===== config.mk =====
export PLATFORM = sky130hd
export DESIGN_NAME = bytepar_unit
export DESIGN_NICKNAME = d
export VERILOG_FILES = /design/src/rtl/bytepar_pkg.sv /design/src/rtl/bytepar_mode_dec.sv /design/src/rtl/bytepar_lane.sv /design/src/rtl/bytepar_flag_reg.sv /design/src/rtl/bytepar_unit.sv
export SDC_FILE = /design/constraint.sdc
export NUM_CORES = 1
export LEC_CHECK = 0
export ABC_AREA = 1
export ABC_CLOCK_PERIOD_IN_PS = 1880
export BUFFER_PORTS_ARGS = -buffer_cell sky130_fd_sc_hd__clkbuf_2
export CAP_MARGIN = 20
export CELL_PAD_IN_SITES_DETAIL_PLACEMENT = 2
export CELL_PAD_IN_SITES_GLOBAL_PLACEMENT = 2
export CORE_AREA = 2 2 96 98
export CTS_BUF_LIST = sky130_fd_sc_hd__clkbuf_2 sky130_fd_sc_hd__clkbuf_4 sky130_fd_sc_hd__clkbuf_8
export DETAILED_ROUTE_END_ITERATION = 6
export DIE_AREA = 0 0 98 100
export PLACE_DENSITY_LB_ADDON = 0.1
export SYNTH_ARGS = -nofsm -noshare
export SYNTH_HDL_FRONTEND = slang
export SYNTH_SLANG_ARGS = --single-unit

===== constraint.sdc =====
create_clock -name clk -period 1.88 [get_ports clk]
set_input_delay 0 -clock clk [delete_from_list [all_inputs] [get_ports clk]]
set_output_delay 0 -clock clk [all_outputs]
set_load 0.005 [all_outputs]

===== src/rtl/bytepar_pkg.sv =====
package bytepar_pkg;
    typedef enum logic [1:0] {
        MODE_CHECK    = 2'd0,
        MODE_FIFO_GEN = 2'd1,
        MODE_MAIL_GEN = 2'd2
    } tree_mode_e;
endpackage


===== src/rtl/bytepar_mode_dec.sv =====
module bytepar_mode_dec
    import bytepar_pkg::*;
(
    input  logic       wr_sel,
    input  logic       mbox_sel,
    input  logic       gen_en,
    output tree_mode_e mode
);
    always_comb begin
        if (!wr_sel && gen_en && mbox_sel)
            mode = MODE_MAIL_GEN;
        else if (!wr_sel && gen_en)
            mode = MODE_FIFO_GEN;
        else
            mode = MODE_CHECK;
    end
endmodule


===== src/rtl/bytepar_lane.sv =====
module bytepar_lane #(
    parameter int LANE_W = 9
) (
    input  logic              odd_sel,
    input  logic              gen_fifo,
    input  logic              gen_mail,
    input  logic [LANE_W-1:0] tree_in,
    input  logic [LANE_W-1:0] rd_lane,
    output logic              chk_err,
    output logic [LANE_W-1:0] rd_lane_out
);
    localparam int DW = LANE_W - 1;

    logic tree_x;
    logic fifo_x;

    // shared tree: checks the port, or regenerates mailbox data
    assign tree_x  = ^tree_in[DW-1:0];
    assign fifo_x  = ^rd_lane[DW-1:0];
    assign chk_err = tree_x ^ tree_in[DW] ^ odd_sel;

    always_comb begin
        rd_lane_out = rd_lane;
        if (gen_mail)
            rd_lane_out[DW] = tree_x ^ odd_sel;
        else if (gen_fifo)
            rd_lane_out[DW] = fifo_x ^ odd_sel;
    end
endmodule


===== src/rtl/bytepar_flag_reg.sv =====
module bytepar_flag_reg #(
    parameter int NUM_BYTES = 4
) (
    input  logic                 clk,
    input  logic                 rst_n,
    input  logic                 force_clean,
    input  logic [NUM_BYTES-1:0] err_d,
    output logic [NUM_BYTES-1:0] lane_err_q,
    output logic                 perr_n_q
);
    logic [NUM_BYTES-1:0] err_next;
    logic                 perr_n_next;

    always_comb begin
        err_next    = force_clean ? '0 : err_d;
        perr_n_next = force_clean ? 1'b1 : ~(|err_d);
    end

    always_ff @(posedge clk or negedge rst_n) begin
        if (!rst_n) begin
            lane_err_q <= '0;
            perr_n_q   <= 1'b1;
        end else begin
            lane_err_q <= err_next;
            perr_n_q   <= perr_n_next;
        end
    end
endmodule


===== src/rtl/bytepar_unit.sv =====
module bytepar_unit
    import bytepar_pkg::*;
#(
    parameter int NUM_BYTES = 4,
    parameter int LANE_W    = 9
) (
    input  logic                          clk,
    input  logic                          rst_n,
    input  logic                          odd_sel,
    input  logic                          wr_sel,
    input  logic                          mbox_sel,
    input  logic                          gen_en,
    input  logic [NUM_BYTES*LANE_W-1:0]   bus_in,
    input  logic [NUM_BYTES*LANE_W-1:0]   rd_data,
    output logic [NUM_BYTES*LANE_W-1:0]   rd_out,
    output logic [NUM_BYTES-1:0]          lane_err,
    output logic                          perr_n
);
    localparam int DATA_W = NUM_BYTES * LANE_W;

    tree_mode_e          mode;
    logic                gen_fifo;
    logic                gen_mail;
    logic [NUM_BYTES-1:0] err_comb;
    logic [DATA_W-1:0]   tree_src;

    bytepar_mode_dec u_dec (
        .wr_sel   (wr_sel),
        .mbox_sel (mbox_sel),
        .gen_en   (gen_en),
        .mode     (mode)
    );

    always_comb begin
        gen_fifo = 1'b0;
        gen_mail = 1'b0;
        unique case (mode)
            MODE_CHECK:    ;
            MODE_FIFO_GEN: gen_fifo = 1'b1;
            MODE_MAIL_GEN: gen_mail = 1'b1;
            default:       ;
        endcase
    end

    assign tree_src = gen_mail ? rd_data : bus_in;

    for (genvar k = 0; k < NUM_BYTES; k++) begin : g_lane
        bytepar_lane #(.LANE_W(LANE_W)) u_lane (
            .odd_sel     (odd_sel),
            .gen_fifo    (gen_fifo),
            .gen_mail    (gen_mail),
            .tree_in     (tree_src[k*LANE_W +: LANE_W]),
            .rd_lane     (rd_data[k*LANE_W +: LANE_W]),
            .chk_err     (err_comb[k]),
            .rd_lane_out (rd_out[k*LANE_W +: LANE_W])
        );
    end

    bytepar_flag_reg #(.NUM_BYTES(NUM_BYTES)) u_flag (
        .clk         (clk),
        .rst_n       (rst_n),
        .force_clean (gen_mail),
        .err_d       (err_comb),
        .lane_err_q  (lane_err),
        .perr_n_q    (perr_n)
    );
endmodule


==> results.ini <==
[timing]
fmax_mhz=650
fin_crit_sh_pct=81.8
worst_slew_pin_slew_ns=0.402
min_period_ns=1.54
final.setup.tns_ns=0
maxSlewHeadroom_pct=73.1
drv_slew=0
rsz0062_at_grt=false
setup_viol=0
hold_slack_ns=0.133
setup_ws_ns=0.343
finalHoldViolCount=0

[route]
routed.top_layer=met4
dr.first_iter.drc_count=18
routed_via_density=4.28
drt_pass1_iterations=3
totalWireLength_mm=6.01
ant_nets=0
wl_met1_mm=2.46
wl_met2_mm=3.25
drc_errors=0
via_count=2231
wl_met3_um=260
wl_per_cell_um=11.5

[logic_synthesis]
ys_seq_elements=5
synth_area_leaders=nand2_1 (29%), buf_4 (13%), xnor2_1 (11%), xor2_1 (10%), nand3_1 (5.9%)
synth_warnings=0
synth_top_area_share_pct=28.7
syn-num-nets=403
syn_inst=325
synth.yosys.seq_area_share_pct=6.75
ys_types=25
avgSynthCellArea_um2=5.76
synth_area_mm2=0.00187
yosysTopAreaCell=nand2_1

[floorplan]
die_area_mm2=0.00980
die_w_um=98
rows=35
start_util_pct=21.1
core-area_mm2=0.00889
ios=119
die-height_um=100

[worst_setup_path]
start_kind=input pin
worst-path-stages=13
critical_path_class=in2out
worstPathArrival_ns=1.54
cpPeakStageDelay_ns=0.30
critPathCaptureType=output pin
startpoint=wr_sel
crit_family=simple AND/OR/NAND/NOR gates
endpoint=rd_out[17]
crit_path_top_delay_cell=clkinv_4
crit_path_max_fanout=34
crit_required_ns=1.88
cp.buffers_inverters=4
worstPathCellList=clkbuf_2, inv_2, nand3_4, clkinv_4, nand2_1, nand3_1, nand2_1, nand2_1, nand2_1, nand2_1, nand2_1, o211ai_1, clkbuf_2
critPathMostFrequentCell=nand2_1

[pwr]
p_sw_share_pct=43.7
p_clk_share_pct=20.6
p_seq_share_pct=13.4
p_int_mw=0.590
totalPowerFinal_mw=1.05
power_leakage_nw=1.41
powerDensity_mw_per_mm2=445
switchingPower_mw=0.459
peakVddDrop_mv=0.116
power_frac_comb_pct=66.0

[layout]
fillers=1217
stdcell_count=521
syn2layout_area_growth_pct=26.1
diodes=0
finish.instance_area_mm2=0.00236
final_util_pct=26.5
fin_nets=489
drive_gt1_share_pct=36.3
final_common_cell=nand2_1
most-common-layout-cells=nand2_1 (143), clkbuf_2 (118), inv_1 (25)

[min_path]
hold_depth=5
hold_class=in2reg

[grt]
antenna_found_initial=0
grt_pass1_wl_mm=10.6
grtUsageTotal_pct=12.5
grt_pass1_vias=2413
grt_max_degree=35
grt.overflow.total=0

[placement]
place_inst=516
io_buffers=118
gp_routability_congestion=0.739
dp_slack_ns=0.256
place_hpwl_mm=5.26
dpl_cell_area_mm2=0.00230

[clocking]
path_clk_slew_ns=0.03
cts-buffers-inserted=3
cts_sinks=5
cts_tree=done
cts-root-to-sink-buffers=2
root_buffer=clkbuf_8
ctsHtreeMaxLevel=1
postCtsSetupBuffers=0

[run_status]
status=complete, no violations

[flow_run]
max-cap-violations=0

==> cell usage after synthesis <==
cell type / instances
or2_2: 2
clkinv_4: 1
nand2_2: 7
xnor2_1: 23
a21oi_1: 3
nand3_4: 1
nand3b_1: 2
inv_2: 3
o21ai_1: 8
buf_2: 3
nand2_1: 143
buf_6: 4
inv_1: 25
o21ai_0: 4
o211ai_1: 1
nor2_1: 2
dfstp_2: 1
nand3_2: 2
dfrtp_1: 4
o21ai_2: 8
or2_1: 1
buf_4: 32
nand3_1: 22
xor2_1: 22
buf_8: 1
==> routing by layer <==
metal,GRT usage [%],vias up
met4,2.24,0
met2,24.9,58
met3,0.905,5
met1,14.7,1031
li1,-,1137
met5,0,-
==> cell families (layout without fill, tap and decap cells) <==
group / after synthesis / in the layout / synth area share (%)
simple gates: 182 / 182 / 41.1
compound gates: 24 / 24 / 8.16
buf+inv: 69 / 154 / 22.9
xor+xnor: 45 / 45 / 21.1
flops: 5 / 5 / 6.75
==> what timing repair did <==
action                                 CTS  global route
endpoints found under the hold margin    5             0
hold buffers                             1             0
gates resized for setup                  0             0
==> worst min-delay path: stages <==
cell	delay [ns]
clkbuf_2	0.09
inv_1	0.05
nand2_1	0.05
nand3_1	0.08
inv_1	0.05
==> flip-flops by register name, indices dropped and copies added (netlist names) <==
name and cells:
u_flag.lane_err_q 4, u_flag.perr_n_q 1
==> worst min-delay path by stage <==
stage | startpoint | slack, ns | to
finish | bus_in[17] | 0.13 | u_flag.lane_err_q[1]
global route | bus_in[17] | 0.16 | u_flag.lane_err_q[1]
CTS | rst_n | 0.14 | u_flag.lane_err_q[2]
detailed placement | rst_n | -0.18 | u_flag.lane_err_q[0]
global placement | rst_n | -0.18 | u_flag.lane_err_q[2]
floorplan | rst_n | -0.30 | u_flag.lane_err_q[0]
==> power by group through the flow <==
| stage | Combinational, mW | Clock (mW) | Sequential, mW |
|---|---|---|---|
| floorplan | 0.478 | 0 | 0.144 |
| global route | 0.809 | 0.228 | 0.143 |
| global placement | 0.687 | 0 | 0.142 |
| finish | 0.692 | 0.217 | 0.141 |
| detailed placement | 0.708 | 0 | 0.143 |
| CTS | 0.713 | 0.223 | 0.141 |
==> layout make-up <==
cell class	instances	area, um^2	area share (%)
timing repair buffer	121	616	26.1
multi-input combinational	251	1320	55.8
sequential	5	126	5.36
inverter	29	114	4.83
clock buffer	4	48.8	2.07
tap	111	139	5.89
Power figures use the tool's default switching activity.
